==> config.mk <==
export PLATFORM = sky130hd
export DESIGN_NAME = smpl_queue
export DESIGN_NICKNAME = d
export VERILOG_FILES = /design/src/rtl/smpl_queue_pkg.sv /design/src/rtl/smpl_queue_ctrl.sv /design/src/rtl/smpl_queue_store.sv /design/src/rtl/smpl_queue_flags.sv /design/src/rtl/smpl_queue.sv
export SDC_FILE = /design/constraint.sdc
export NUM_CORES = 1
export LEC_CHECK = 0
export BUFFER_PORTS_ARGS = -buffer_cell sky130_fd_sc_hd__buf_2
export CAP_MARGIN = 20
export CORE_UTILIZATION = 58
export DETAILED_ROUTE_END_ITERATION = 7
export PLACE_DENSITY = 0.86
export SKIP_CTS_REPAIR_TIMING = 1
export SLEW_MARGIN = 0
export SYNTH_ARGS = -nofsm -noshare
export SYNTH_HDL_FRONTEND = slang
export SYNTH_SLANG_ARGS = --single-unit
==> constraint.sdc <==
create_clock -name clk -period 5 [get_ports clk]
set_clock_uncertainty 0.2 [all_clocks]
set_input_delay 0.5 -clock clk [delete_from_list [all_inputs] [get_ports clk]]
set_output_delay 0.5 -clock clk [all_outputs]
set_load 0.02 [all_outputs]
==> src/rtl/smpl_queue_pkg.sv <==
package smpl_queue_pkg;

    typedef enum logic [1:0] {
        ST_OFF  = 2'd0,
        ST_ON   = 2'd1,
        ST_HOLD = 2'd2
    } ctl_state_e;

    localparam logic [1:0] CMD_DIS   = 2'd0;
    localparam logic [1:0] CMD_EN    = 2'd1;
    localparam logic [1:0] CMD_FLUSH = 2'd3;

    localparam int ST_BIT_EMPTY = 0;
    localparam int ST_BIT_AFULL = 1;
    localparam int ST_BIT_FULL  = 2;
    localparam int ST_BIT_UNF   = 3;
    localparam int ST_BIT_OVF   = 4;
    localparam int ST_USED      = 5;

    localparam int BUS_W = 32;

endpackage

==> src/rtl/smpl_queue_ctrl.sv <==
module smpl_queue_ctrl
    import smpl_queue_pkg::*;
(
    input  logic       clk,
    input  logic       rst_n,
    input  logic       cmd_wr_en,
    input  logic [1:0] cmd_wr_data,
    output logic [1:0] cmd_q,
    output logic       conv_ok,
    output logic       flush_clr
);

    ctl_state_e state_q;
    ctl_state_e state_d;

    // state register and command readback register
    always_ff @(posedge clk or negedge rst_n) begin
        if (!rst_n) begin
            state_q <= ST_OFF;
            cmd_q   <= CMD_DIS;
        end else begin
            state_q <= state_d;
            if (cmd_wr_en) begin
                cmd_q <= cmd_wr_data;
            end
        end
    end

    // next state: every command write picks the new mode
    always_comb begin
        state_d = state_q;
        if (cmd_wr_en) begin
            unique case (cmd_wr_data)
                CMD_EN:    state_d = ST_ON;
                CMD_FLUSH: state_d = ST_HOLD;
                default:   state_d = ST_OFF;
            endcase
        end
    end

    // outputs
    always_comb begin
        flush_clr = cmd_wr_en && (cmd_wr_data == CMD_FLUSH);
        unique case (state_q)
            ST_ON:   conv_ok = 1'b1;
            ST_HOLD: conv_ok = 1'b0;
            default: conv_ok = 1'b0;
        endcase
    end

endmodule

==> src/rtl/smpl_queue_store.sv <==
module smpl_queue_store #(
    parameter int DATA_W = 12,
    parameter int DEPTH  = 4
) (
    input  logic                            clk,
    input  logic                            rst_n,
    input  logic                            clr,
    input  logic                            push,
    input  logic [DATA_W-1:0]               push_data,
    input  logic                            pop,
    output logic [$clog2(DEPTH+1)-1:0]      count_o,
    output logic [DATA_W-1:0]               last_o
);

    localparam int PTR_W = (DEPTH > 1) ? $clog2(DEPTH) : 1;
    localparam int CNT_W = $clog2(DEPTH + 1);
    localparam logic [PTR_W-1:0] PTR_LAST = PTR_W'(DEPTH - 1);

    logic [DATA_W-1:0] mem_q [DEPTH];
    logic [PTR_W-1:0]  wr_ptr_q;
    logic [PTR_W-1:0]  rd_ptr_q;
    logic [CNT_W-1:0]  count_q;
    logic [DATA_W-1:0] last_q;

    // one register per entry, written when the write pointer selects it
    for (genvar gi = 0; gi < DEPTH; gi++) begin : g_entry
        always_ff @(posedge clk or negedge rst_n) begin
            if (!rst_n) begin
                mem_q[gi] <= '0;
            end else if (push && (wr_ptr_q == PTR_W'(gi))) begin
                mem_q[gi] <= push_data;
            end
        end
    end

    always_ff @(posedge clk or negedge rst_n) begin
        if (!rst_n) begin
            wr_ptr_q <= '0;
            rd_ptr_q <= '0;
            count_q  <= '0;
        end else if (clr) begin
            wr_ptr_q <= '0;
            rd_ptr_q <= '0;
            count_q  <= '0;
        end else begin
            if (push) begin
                wr_ptr_q <= (wr_ptr_q == PTR_LAST) ? '0 : wr_ptr_q + 1'b1;
            end
            if (pop) begin
                rd_ptr_q <= (rd_ptr_q == PTR_LAST) ? '0 : rd_ptr_q + 1'b1;
            end
            unique case ({push, pop})
                2'b10:   count_q <= count_q + 1'b1;
                2'b01:   count_q <= count_q - 1'b1;
                default: count_q <= count_q;
            endcase
        end
    end

    // the last popped result is kept across flushes
    always_ff @(posedge clk or negedge rst_n) begin
        if (!rst_n) begin
            last_q <= '0;
        end else if (pop) begin
            last_q <= mem_q[rd_ptr_q];
        end
    end

    assign count_o = count_q;
    assign last_o  = last_q;

endmodule

==> src/rtl/smpl_queue_flags.sv <==
module smpl_queue_flags
    import smpl_queue_pkg::*;
#(
    parameter int DEPTH = 4
) (
    input  logic                         clk,
    input  logic                         rst_n,
    input  logic                         clr,
    input  logic                         push_req,
    input  logic                         pop_req,
    input  logic [$clog2(DEPTH+1)-1:0]   count,
    output logic                         push_ok,
    output logic                         pop_ok,
    output logic [ST_USED-1:0]           flags
);

    localparam int CNT_W = $clog2(DEPTH + 1);
    localparam logic [CNT_W-1:0] CNT_FULL  = CNT_W'(DEPTH);
    localparam logic [CNT_W-1:0] CNT_AFULL = CNT_W'(DEPTH - 1);

    logic ovf_q;
    logic unf_q;
    logic full;
    logic empty;
    logic afull;

    assign full  = (count == CNT_FULL);
    assign empty = (count == '0);
    assign afull = (count == CNT_AFULL);

    // sticky flags freeze the pointer they guard
    assign push_ok = push_req && !full && !ovf_q && !clr;
    assign pop_ok  = pop_req && !empty && !unf_q && !clr;

    always_ff @(posedge clk or negedge rst_n) begin
        if (!rst_n) begin
            ovf_q <= 1'b0;
            unf_q <= 1'b0;
        end else if (clr) begin
            ovf_q <= 1'b0;
            unf_q <= 1'b0;
        end else begin
            if (push_req && full) begin
                ovf_q <= 1'b1;
            end
            if (pop_req && empty) begin
                unf_q <= 1'b1;
            end
        end
    end

    always_comb begin
        flags               = '0;
        flags[ST_BIT_EMPTY] = empty;
        flags[ST_BIT_AFULL] = afull;
        flags[ST_BIT_FULL]  = full;
        flags[ST_BIT_UNF]   = unf_q;
        flags[ST_BIT_OVF]   = ovf_q;
    end

endmodule

==> src/rtl/smpl_queue.sv <==
module smpl_queue
    import smpl_queue_pkg::*;
#(
    parameter int DATA_W = 12,
    parameter int DEPTH  = 4
) (
    input  logic              clk,
    input  logic              rst_n,
    input  logic              cmd_wr_en,
    input  logic [1:0]        cmd_wr_data,
    output logic [1:0]        cmd_rd,
    input  logic              conv_valid,
    input  logic [DATA_W-1:0] conv_data,
    input  logic              dummy_wr_en,
    input  logic [DATA_W-1:0] dummy_data,
    input  logic              data_rd_en,
    output logic [BUS_W-1:0]  rd_data,
    output logic [BUS_W-1:0]  status
);

    localparam int CNT_W = $clog2(DEPTH + 1);

    logic              conv_ok;
    logic              flush_clr;
    logic              push_req;
    logic [DATA_W-1:0] push_data;
    logic              push_ok;
    logic              pop_ok;
    logic [CNT_W-1:0]  count;
    logic [DATA_W-1:0] last;
    logic [ST_USED-1:0] flags;

    smpl_queue_ctrl u_ctrl (
        .clk         (clk),
        .rst_n       (rst_n),
        .cmd_wr_en   (cmd_wr_en),
        .cmd_wr_data (cmd_wr_data),
        .cmd_q       (cmd_rd),
        .conv_ok     (conv_ok),
        .flush_clr   (flush_clr)
    );

    // the software write wins over a coincident converter result
    assign push_req  = dummy_wr_en || (conv_valid && conv_ok);
    assign push_data = dummy_wr_en ? dummy_data : conv_data;

    smpl_queue_flags #(.DEPTH(DEPTH)) u_flags (
        .clk      (clk),
        .rst_n    (rst_n),
        .clr      (flush_clr),
        .push_req (push_req),
        .pop_req  (data_rd_en),
        .count    (count),
        .push_ok  (push_ok),
        .pop_ok   (pop_ok),
        .flags    (flags)
    );

    smpl_queue_store #(.DATA_W(DATA_W), .DEPTH(DEPTH)) u_store (
        .clk       (clk),
        .rst_n     (rst_n),
        .clr       (flush_clr),
        .push      (push_ok),
        .push_data (push_data),
        .pop       (pop_ok),
        .count_o   (count),
        .last_o    (last)
    );

    assign rd_data = {{(BUS_W-DATA_W){1'b0}}, last};
    assign status  = {{(BUS_W-ST_USED){1'b0}}, flags};

endmodule

After elaboration in Yosys (flattened, before gate mapping) --
Cells that the tools add are included.
Operators by class: $add $sub $neg 4, multiplexer cells 18, order comparisons 1, reduce and logical (&&, ||, !) cells 27, shift operators 0, equality and inequality tests 11, bitwise operators 1, div/mod/pow operators 0, $mul 0
Operators by type and width (number):
- 2-to-1 mux 12 bit | 3
- binary-select mux 12 bit (select 2 bit) | 1
- logical AND 1 bit | 14
- 2-to-1 mux 2 bit | 6
- equality test 2 bit (second input constant) | 5
- equality test 2 x 1 -> 1 bit (second input constant) | 4
- nonzero test 2 bit | 4
- case mux 3 bit (2 select lines) | 1
- zero test 1 bit | 5
- 2-to-1 mux 1 bit | 5
- adder 2 x 1 -> 2 bit (second input constant) | 2
- case mux 2 bit (2 select lines) | 1
- adder 3 x 1 -> 3 bit (second input constant) | 1
- equality test 3 x 2 -> 1 bit (second input constant) | 1
- equality test 3 bit (second input constant) | 1
- greater-or-equal comparator 3 bit (second input constant) | 1
- zero test 3 bit | 1
- 2-to-1 mux 3 bit | 1
- NOT 2 -> 3 bit | 1
- nonzero test 3 bit | 1
- subtractor 3 x 1 -> 3 bit (second input constant) | 1
- zero test 2 bit | 1
- logical OR 1 bit | 1
Word-level totals: word-level logic and storage cells 74, register bits after elaboration 73, memories 0, bits in writable memories 0, output and inout bits 66, latch bits 0, bits in read-only memories 0

Logic depth before layout (Yosys ltp) --
depth in word-level cells 10, depth in mapped cells 9, mapped depth without buffers 7

Modules after synthesis --
From an unflattened synthesis, not the netlist that was laid out.
Second synthesis, totals: cells, all modules 313, area, all modules 3927.5 sq um
Modules (own cells, without submodules):
- smpl_queue_store | area an instance 3044.2 sq um, times used 1, cells an instance 220
- smpl_queue | area an instance 545.5 sq um, times used 1, cells an instance 62
- smpl_queue_flags | area an instance 172.7 sq um, times used 1, cells an instance 18
- smpl_queue_ctrl | area an instance 165.2 sq um, times used 1, cells an instance 13

Least setup slack after synthesis --
No wires, ideal clock.
path type input port to flip-flop, start in conv_valid, end reg u_store.count_q[2], in the netlist u_store.count_o[2], stages 7, setup time 0.072 ns, data arrival time 2.702 ns, slack 2.026 ns, data required time 4.728 ns, buffers on the path 0, path through nand3b_1 a211oi_4 and2b_2 fa_1 or3_1 mux4_1 nor2_1
On the way: cells in the longest elaborated chain, start to end 8
Ends and longest elaborated chain:
- start, declared | line smpl_queue.sv:12 | input logic conv_valid,
- logical AND 1 bit * | line smpl_queue.sv:44 | assign push_req = dummy_wr_en || (conv_valid && conv_ok);
- logical OR 1 bit * | line smpl_queue.sv:44
- logical AND 1 bit * (3 in a row) | line smpl_queue_flags.sv:32 | assign push_ok = push_req && !full && !ovf_q && !clr;
- equality test 2 x 1 -> 1 bit or equality test 2 bit (tied branches) | line smpl_queue_store.sv:52 | unique case ({push, pop})
- case mux 3 bit (2 select lines) | line smpl_queue_store.sv:52
- 2-to-1 mux 3 bit | line smpl_queue_store.sv:41 | end else if (clr) begin
- end signal, assigned | line smpl_queue_store.sv:53 | 2'b10: count_q <= count_q + 1'b1;
- end signal, assigned | line smpl_queue_store.sv:54 | 2'b01: count_q <= count_q - 1'b1;
- end signal, assigned | line smpl_queue_store.sv:55 | default: count_q <= count_q;
- end, declared | line smpl_queue_store.sv:22 | logic [CNT_W-1:0] count_q;
Every way passes the cells marked *; elsewhere a longest branch is shown, timed or not. A chain may end at the register's enable or synchronous reset.

Final worst setup path --
start in dummy_wr_en, end reg u_store.count_q[2], in the netlist u_store.count_o[2]
On the way: cells in the longest elaborated chain, start to end 7
Ends and longest elaborated chain:
- start, declared | line smpl_queue.sv:14 | input logic dummy_wr_en,
- logical OR 1 bit * | line smpl_queue.sv:44
- logical AND 1 bit * (3 in a row) | line smpl_queue_flags.sv:32
- equality test 2 x 1 -> 1 bit or equality test 2 bit (tied branches) | line smpl_queue_store.sv:52
- case mux 3 bit (2 select lines) | line smpl_queue_store.sv:52
- 2-to-1 mux 3 bit | line smpl_queue_store.sv:41
Marked as above.

==> reports/results.ini <==
[synthesis]
yosys_warnings=0
synth_top_family_by_area=multiplexers
synthArstFlopShare=1.00
syn_inst=281
synthTopCellsByCount=dfrtp_1, buf_4, mux2_4
yosys.area.top_type=dfrtp_1
ys_seq_area_frac=0.459
synth_top_area_share=0.459
synth-edff-count=0
synth.distinct_cells=32
yosys-top-cells-area=dfrtp_1, mux2_4, buf_4
synth-simple-area-share=0.0481
yosys.area_share.adder=0.0208
yosysMostFrequentCell=dfrtp_1
synth_compound_area_frac=0.0138
synthMuxAreaShare=0.334
syn_area_per_cell_um2=14.2
synth.cell_area_um2=3980
yosys.area_share.xor_xnor=0.00220
synth-main-ff-cell=dfrtp_1
ys_seq_elements=73

[route]
ant_nets=0
wl_per_cell_um=16.6
drt-vias-per-instance=5.34
wl_um=6820
via_count=2191
drc_errors=10
firstDrtPassIters=7
drt_iter0_drc=136

[layout]
final_cell_area_um2=4310
postLayoutCoreUtil=0.663
final_nets=366
n_antenna_cell=0
area_growth_pct=8.27
layout-drive-gt1-share=0.480

[sta]
slew_viol_final=0
setup_tns_ps=0
hold_violations=0
min_period_over_period=0.620
relSlewSlack=0.389
worstMarginPinSlew_ps=917
rsz0062_at_grt=false
period_needed_ps=3100
finalSetupViolations=0
clock.fmax_ghz=0.323

[critical_path]
r2r_slack_ps=1930
critPathSlowestCell=a211oi_4
path_max_fanout=13
cp.required_ps=5090
r2r-start=u_store.count_o[2]
cp-end-kind=flip-flop
start_kind=input port
critical_path.cell_chain=buf_2 -> inv_1 -> a211oi_4 -> and2b_2 -> fa_1 -> or3_1 -> mux4_1 -> nor2_1
arrival_ps=3190
worstReg2RegEnd=u_store.count_o[2]
reg2reg_depth=7
cpPeakStageDelay_ps=550
path_class=input port to flip-flop

[pwr]
p_int_w=0.00186
clockPowerShare=0.209
pwr-share-seq=0.398
ir_drop_mv=0.264
leakage_nw=2.16
p_sw_frac=0.328
p_comb_frac=0.394
power_switching_w=0.000907
finalPower_w=0.00276
power.density_nw_per_um2=642

[cts]
root_buffer=clkbuf_8
clockBufferDepth=2
clock_latency_ps=360
clk_pin_slew_worst_paths_ps=80
cts_tree=yes
cts_buffers=9
htreeDepth=3
clock_sinks=73

[placement]
place_hpwl_um=4540
portBuffers=50
place_area_um2=4060
gp_congestion=0.716

[run_status]
status=finished, violations left
violations=DRC

[floorplan]
start_util=0.612
die_y_um=84.8
dieArea_um2=7190
coreArea_um2=6490
die_width_um=84.8
io_pins=98
rows=29

[global_routing]
antenna_found_initial=0
grt_pass1_vias=2193
grt_overflow=0
grt_pass1_wl_um=11600
groute.usage.overall=0.215
grt_max_degree=38

[run]
cap_violations=0

[min_path]
hold_class=input port to asynchronous set/reset pin

==> layout by cell type (no fill, tap or decap), types with 6 or more instances in the layout <==
cell	count
buf_2	50
clkbuf_8	9
conb_1	47
dfrtp_1	73
mux2_2	31
mux2_4	40
mux4_2	12
nand2_1	6
nor2_1	11
==> power groups by stage <==
stage / Combinational, W / Sequential (W) / Clock (W)
3_5_place_dp: 0.00109 / 0.00110 / 0
2_1_floorplan: 0.000920 / 0.00107 / 0
3_3_place_gp: 0.00105 / 0.00108 / 0
6_report: 0.00109 / 0.00110 / 0.000577
5_1_grt: 0.00117 / 0.00114 / 0.000609
4_1_cts: 0.00110 / 0.00110 / 0.000583
==> logic make-up after synthesis <==
| group | count (synthesis) |
|---|---|
| xor gates and xnor gates | 1 |
| AOI/OAI and AO/OA | 8 |
| other | 1 |
| DFF | 73 |
| and+or+nand+nor | 33 |
| muxes | 92 |
| buffers and inverters | 67 |
| adders and majority gates | 6 |
==> per-stage QoR <==
stage | hold slack, ps | instances | setup WS, ps
after global routing | 92.6 | 410 | 1820
after global placement | 266 | 394 | 1650
after floorplan | 4.41 | 327 | 2030
final | 29.4 | 410 | 1900
after CTS | 49.6 | 410 | 1920
after detailed placement | 272 | 394 | 1520
==> flip-flops by register name, indices dropped and copies added (netlist names) <==
signal / flops
u_ctrl.cmd_q: 2
u_ctrl.state_q: 2
u_flags.ovf_q: 1
u_flags.unf_q: 1
u_store.count_o: 3
u_store.last_o: 12
u_store.mem_q: 48
u_store.rd_ptr_q: 2
u_store.wr_ptr_q: 2
==> worst max path at each step <==
stage	startpoint	end	slack, ps
6_report	dummy_wr_en	u_store.count_o[2]	1900
5_1_grt	dummy_wr_en	u_store.count_o[2]	1820
4_1_cts	dummy_wr_en	u_store.count_o[2]	1920
3_5_place_dp	dummy_wr_en	u_store.count_o[2]	1520
3_3_place_gp	dummy_wr_en	u_store.count_o[2]	1650
2_1_floorplan	conv_valid	u_store.count_o[2]	2030
==> critical path, delay by kind of cell <==
| kind | cells | cell delay, ps |
|---|---|---|
| AOI/OAI and AO/OA | 1 | 550 |
| adders and majority gates | 1 | 400 |
| buffers and inverters | 2 | 490 |
| muxes | 1 | 480 |
| and+or+nand+nor | 3 | 750 |
==> routing by layer <==
metal | GRT usage | vias up | wire length (um)
met3 | 0.0467 | 9 | 307
li1 | - | 976 | -
met5 | 0 | - | 0
met4 | 0.0801 | 0 | 110
met2 | 0.353 | 72 | 3490
met1 | 0.283 | 1134 | 2910
==> layout make-up <==
type / instances / area (um2)
Fill cell: 446 / 2190
Clock inverter: 7 / 126
Timing Repair Buffer: 52 / 265
Clock buffer: 9 / 124
Tap cell: 77 / 96.3
Inverter: 5 / 18.8
Sequential cell: 73 / 1830
Multi-Input combinational cell: 187 / 1850
Power figures use the tool's default switching activity.
